$ cat config.mk
export PLATFORM = sky130hd
export DESIGN_NAME = bus_addr_guard
export DESIGN_NICKNAME = d
export VERILOG_FILES = /design/src/rtl/addr_guard_pkg.sv /design/src/rtl/region_match.sv /design/src/rtl/access_guard.sv /design/src/rtl/bus_addr_guard.sv
export SDC_FILE = /design/constraint.sdc
export NUM_CORES = 1
export LEC_CHECK = 0
export BUFFER_PORTS_ARGS = -buffer_cell sky130_fd_sc_hd__buf_2
export CAP_MARGIN = 30
export CELL_PAD_IN_SITES_DETAIL_PLACEMENT = 0
export CELL_PAD_IN_SITES_GLOBAL_PLACEMENT = 1
export CORE_UTILIZATION = 19
export CTS_CLUSTER_DIAMETER = 80
export DETAILED_ROUTE_END_ITERATION = 10
export PLACE_DENSITY_LB_ADDON = 0.1
export SYNTH_ARGS = -nofsm -noshare
export SYNTH_HDL_FRONTEND = slang
export SYNTH_HIERARCHICAL = 1
export SYNTH_SLANG_ARGS = --single-unit
$ cat constraint.sdc
create_clock -name clk -period 3.66 [get_ports clk]
set_clock_uncertainty 0.2 [all_clocks]
set_input_delay 0.183 -clock clk [delete_from_list [all_inputs] [get_ports clk]]
set_output_delay 0.183 -clock clk [all_outputs]
set_load 0.005 [all_outputs]
$ cat src/rtl/addr_guard_pkg.sv
package addr_guard_pkg;

    typedef enum logic [1:0] {
        XF_ADDR_ONLY = 2'b00,
        XF_RESERVED  = 2'b01,
        XF_NONSEQ    = 2'b10,
        XF_SEQ       = 2'b11
    } xfer_e;

    localparam int PROT_DATA_BIT = 0;
    localparam int PROT_SUPV_BIT = 1;

    // Only the nonsequential and sequential codes carry a data phase.
    function automatic logic xfer_moves_data(input logic [1:0] code);
        return code[1];
    endfunction

endpackage

$ cat src/rtl/region_match.sv
module region_match #(
    parameter int ADDR_W = 32,
    parameter int N_REG  = 4,
    parameter logic [N_REG*ADDR_W-1:0] BASE = '0,
    parameter logic [N_REG*ADDR_W-1:0] MASK = '0
) (
    input  logic [ADDR_W-1:0] addr,
    output logic [N_REG-1:0]  hit_oh,
    output logic              mapped
);

    logic [N_REG-1:0] raw_hit;

    for (genvar g = 0; g < N_REG; g++) begin : g_cmp
        assign raw_hit[g] = ((addr & MASK[g*ADDR_W +: ADDR_W]) == BASE[g*ADDR_W +: ADDR_W]);
    end

    // Overlapping regions resolve to the lowest index.
    always_comb begin
        logic taken;
        taken  = 1'b0;
        hit_oh = '0;
        for (int i = 0; i < N_REG; i++) begin
            if (raw_hit[i] && !taken) begin
                hit_oh[i] = 1'b1;
                taken     = 1'b1;
            end
        end
    end

    assign mapped = |raw_hit;

    always_comb begin
        AST_HIT_ONEHOT: assert ($onehot0(hit_oh));
        AST_HIT_MAPPED: assert (mapped == (hit_oh != '0));
    end

endmodule

$ cat src/rtl/access_guard.sv
module access_guard
    import addr_guard_pkg::*;
#(
    parameter int N_REG = 4,
    parameter logic [N_REG-1:0] PRIV  = '0,
    parameter logic [N_REG-1:0] XONLY = '0
) (
    input  logic [N_REG-1:0] hit_oh,
    input  logic [1:0]       prot,
    input  logic             write,
    output logic             deny
);

    logic user_into_priv;
    logic write_into_xonly;
    logic fetch_write;

    assign user_into_priv   = !prot[PROT_SUPV_BIT] && ((hit_oh & PRIV) != '0);
    assign write_into_xonly = write && ((hit_oh & XONLY) != '0);
    assign fetch_write      = write && !prot[PROT_DATA_BIT];
    assign deny             = user_into_priv || write_into_xonly || fetch_write;

    always_comb begin
        AST_DENY_HAS_CAUSE: assert (!deny || write || !prot[PROT_SUPV_BIT]);
    end

endmodule

$ cat src/rtl/bus_addr_guard.sv
module bus_addr_guard
    import addr_guard_pkg::*;
#(
    parameter int ADDR_W = 32,
    parameter int N_SLV  = 4,
    parameter logic [N_SLV*ADDR_W-1:0] REGION_BASE =
        {32'h3000_0000, 32'h2000_0000, 32'h1000_0000, 32'h0000_0000},
    parameter logic [N_SLV*ADDR_W-1:0] REGION_MASK =
        {32'hF000_0000, 32'hFF00_0000, 32'hF000_0000, 32'hF000_0000},
    parameter logic [N_SLV-1:0] REGION_PRIV  = 4'b1100,
    parameter logic [N_SLV-1:0] REGION_XONLY = 4'b0001
) (
    input  logic              clk,
    input  logic              rst_n,
    input  logic [ADDR_W-1:0] addr,
    input  logic [1:0]        xfer,
    input  logic [1:0]        prot,
    input  logic              write,
    input  logic [N_SLV-1:0]  slave_wait,
    output logic [N_SLV-1:0]  sel,
    output logic              bus_wait,
    output logic              abort
);

    typedef struct packed {
        logic [N_SLV-1:0] sel;
        logic             abort;
    } phase_t;

    phase_t           st_d, st_q;
    logic [N_SLV-1:0] hit_oh;
    logic             mapped;
    logic             deny;
    logic             moves;

    region_match #(
        .ADDR_W (ADDR_W),
        .N_REG  (N_SLV),
        .BASE   (REGION_BASE),
        .MASK   (REGION_MASK)
    ) u_match (
        .addr   (addr),
        .hit_oh (hit_oh),
        .mapped (mapped)
    );

    access_guard #(
        .N_REG (N_SLV),
        .PRIV  (REGION_PRIV),
        .XONLY (REGION_XONLY)
    ) u_guard (
        .hit_oh (hit_oh),
        .prot   (prot),
        .write  (write),
        .deny   (deny)
    );

    assign moves    = xfer_moves_data(xfer);
    assign bus_wait = |(st_q.sel & slave_wait);

    always_comb begin
        st_d = st_q;
        if (!bus_wait) begin
            st_d.sel   = '0;
            st_d.abort = 1'b0;
            if (moves) begin
                if (!mapped || deny) begin
                    st_d.abort = 1'b1;
                end else begin
                    st_d.sel = hit_oh;
                end
            end
        end
    end

    always_ff @(posedge clk or negedge rst_n) begin
        if (!rst_n) begin
            st_q <= '0;
        end else begin
            st_q <= st_d;
        end
    end

    assign sel   = st_q.sel;
    assign abort = st_q.abort;

    AST_SEL_ONEHOT: assert property (@(posedge clk) disable iff (!rst_n)
        $onehot0(sel));
    AST_ABORT_NO_SEL: assert property (@(posedge clk) disable iff (!rst_n)
        abort |-> (sel == '0 && !bus_wait));
    AST_STALL_HOLD: assert property (@(posedge clk) disable iff (!rst_n)
        bus_wait |=> $stable(sel));
    AST_ADDR_ONLY_IDLE: assert property (@(posedge clk) disable iff (!rst_n)
        (!bus_wait && !xfer[1]) |=> (sel == '0 && !abort));
    AST_USER_PRIV: assert property (@(posedge clk) disable iff (!rst_n)
        (!bus_wait && moves && !prot[PROT_SUPV_BIT] && ((hit_oh & REGION_PRIV) != '0))
        |=> (abort && sel == '0));

endmodule

==> impl_metrics.json <==
{
  "fin_nets": 104,
  "netlist_top_cells_area": "dfrtp_1 35%, a22oi_4 12%, a21bo_1 11%",
  "grt_max_degree": 7,
  "min_from": "xfer[1]",
  "synth_adder_area_share": 0,
  "drive_above_1_share": 0.517,
  "ys_warn_count": 6,
  "total_power_uw": 143,
  "synth_top_family_by_area": "compound AO/OA/AOI/OAI gates",
  "wl_um": 825,
  "area_growth_pct": 51.8,
  "dpl_cell_area_um2": 499,
  "ant_nets": 0,
  "fin_setup_tns_ns": 0,
  "synth_cell_types": 17,
  "synth_compound_area_frac": 0.301,
  "dp_cells": 80,
  "cp-end-kind": "flop",
  "cts_tree": "built",
  "die_area_um2": 2030,
  "drc": 0,
  "yosysTopAreaCellShare": 0.355,
  "initial_core_util": 0.204,
  "multi_input_area_um2": 216,
  "synth-edff-count": 0,
  "cts_sinks": 5,
  "crit_family": "simple AND/OR/NAND/NOR gates",
  "pwr_density_cell_nw_per_um2": 267,
  "grt_pass1_vias": 349,
  "critical_path_peak_fanout": 4,
  "setup_ws_ns": 2.01,
  "synthFlopType": "dfrtp_1",
  "fin_area_um2": 536,
  "ff2ff_setup_slack_ns": 2.34,
  "outcome": "finished, final reports clean",
  "cts_setup_buffers": 0,
  "critPathMaxStageDelay_ns": 0.30,
  "synthCells": 32,
  "clkLatencyLatePin_ns": 0.24,
  "clk_pin_slew_worst_paths_ns": 0.04,
  "track_usage": 0.104,
  "min_path_type": "in -> reg",
  "cts_buffers": 3,
  "cp_num_buf_inv": 1,
  "boundaryPins": 49,
  "worstPathCellList": "buf_2, nor4_2, and4b_1, nor2_1, o2bb2ai_1, and3b_1, nand4_1, a21bo_1",
  "synthMuxAreaShare": 0.0284,
  "synth-simple-area-share": 0.284,
  "maxSlewViolCount": 0,
  "relSlewSlack": 0.740,
  "vias": 366,
  "drt_iter0_markers": 7,
  "port_buffers": 23,
  "min_period_ns": 1.65,
  "ir_drop_v": 0.0000711,
  "fill_cells": 202,
  "r2r-end": "sel[0]",
  "critPathArrivalTime_ns": 1.58,
  "ff_latch_area_um2": 125,
  "cts-root-buf": "clkbuf_4",
  "synth-xor-area-share": 0,
  "grt_overflow_total": 0,
  "period_share": 0.450,
  "worst_slew_pin_slew_ns": 0.386,
  "setup_viol": 0,
  "htreeDepth": 1,
  "yosysMostFrequentCell": "dfrtp_1",
  "synth_nets": 75,
  "critPathLaunchType": "primary input",
  "place.detailed.hpwl_um": 726,
  "yosys-top-cells-count": "5 x dfrtp_1, 4 x a21bo_1, 4 x nand4_1, 3 x inv_1",
  "ys_seq_area_frac": 0.355,
  "synth_top_area_cell": "dfrtp_1",
  "max_freq_mhz": 608,
  "rsz0062_at_grt": "false",
  "holdPathEnd": "abort",
  "layoutNonFillerInstCount": 85,
  "cts_buffer_depth": 2,
  "p_leak_uw": 0.000343,
  "r2r-start": "sel[0]",
  "reg2reg_depth": 3,
  "cp_slowest_cell": "nor4_2",
  "synth-seq-cells": 5,
  "via_per_inst": 4.31,
  "netlist_area_um2": 353,
  "required_ns": 3.59,
  "core_area_um2": 1730,
  "die_w_um": 45.1,
  "grt_pass1_wl_mm": 1.46,
  "routabilityCongestion": 0.657,
  "path_class": "in -> reg",
  "whs_path_depth": 3,
  "die_y_um": 45.1,
  "maxCapViolCount": 0,
  "first_pass_iters": 4,
  "n_antenna_cell": 0,
  "place_ws_ns": 1.73,
  "wl_per_cell_um": 9.71,
  "antenna_found_initial": 0,
  "post_synth.cell_area_avg_um2": 11.0,
  "rows": 15,
  "async_reset_ff_frac": 1.00,
  "hold_viol": 0
}
through the flow:
step	util	hold WS, ns
detailed placement	0.289	-0.188
finish	0.310	0.0234
floorplan	-	-0.313
CTS	0.310	0.0249
global route	0.310	0.0506
global placement	0.289	-0.192
power by group:
group	internal, uW	leakage [uW]	switching (uW)	total [uW]
combinational	11.7	0.000260	9.87	21.6
clock	41.2	0.0000150	23.1	64.3
sequential	56.4	0.0000679	0.525	56.9
total	109	0.000343	33.5	143
area by class of cell:
class                           count  area share
Sequential cell                     5       0.234
Timing Repair Buffer               24       0.234
Tap cell                           25      0.0584
Multi-Input combinational cell     24       0.404
Inverter                            3      0.0210
Clock buffer                        4      0.0491
metal layers:
layer  vias to the layer above  wire length [um]  GRT usage
li1                        180                 -          -
met1                       158               372      0.125
met2                        24               364      0.154
met3                         4                76     0.0240
met4                         0                11     0.0909
met5                         -                 0          0
registers in the layout, summed over array words and instances, names as in the netlist:
| signal | cells |
|---|---|
| abort | 1 |
| sel | 4 |
cell families (layout without fill, tap and decap cells):
family	after synthesis	in the layout
muxes	1	1
AOI/OAI and AO/OA	9	9
DFF	5	5
buffers and inverters	3	31
and+or+nand+nor	14	14
cell usage in the layout (no fill, tap or decap), types with 2 or more instances in the layout:
cell	n
and3_1	2
dfrtp_1	5
nor2_1	2
buf_2	23
a21bo_1	4
inv_1	3
a22oi_4	2
clkbuf_4	3
nand4_1	4
timing repair:
item / in CTS / in global routing
hold buffers: 1 / 0
endpoints found under the hold margin: 5 / 0
resized for setup: 0 / 0
worst max-delay path by stage:
stage	cells past startpoint	to	slack, ns	from
6_report	8	sel[3]	2.01	addr[25]
5_1_grt	8	sel[3]	1.86	addr[25]
4_1_cts	8	sel[3]	1.99	addr[25]
3_5_place_dp	8	sel[3]	1.73	addr[25]
3_3_place_gp	8	sel[3]	1.72	addr[25]
2_1_floorplan	7	sel[0]	2.00	addr[25]
worst min-delay path, cell delays in order:
cell and delay (ns):
buf_2 0.10, o21ai_0 0.07, mux2i_1 0.07
Power figures use the tool's default switching activity.
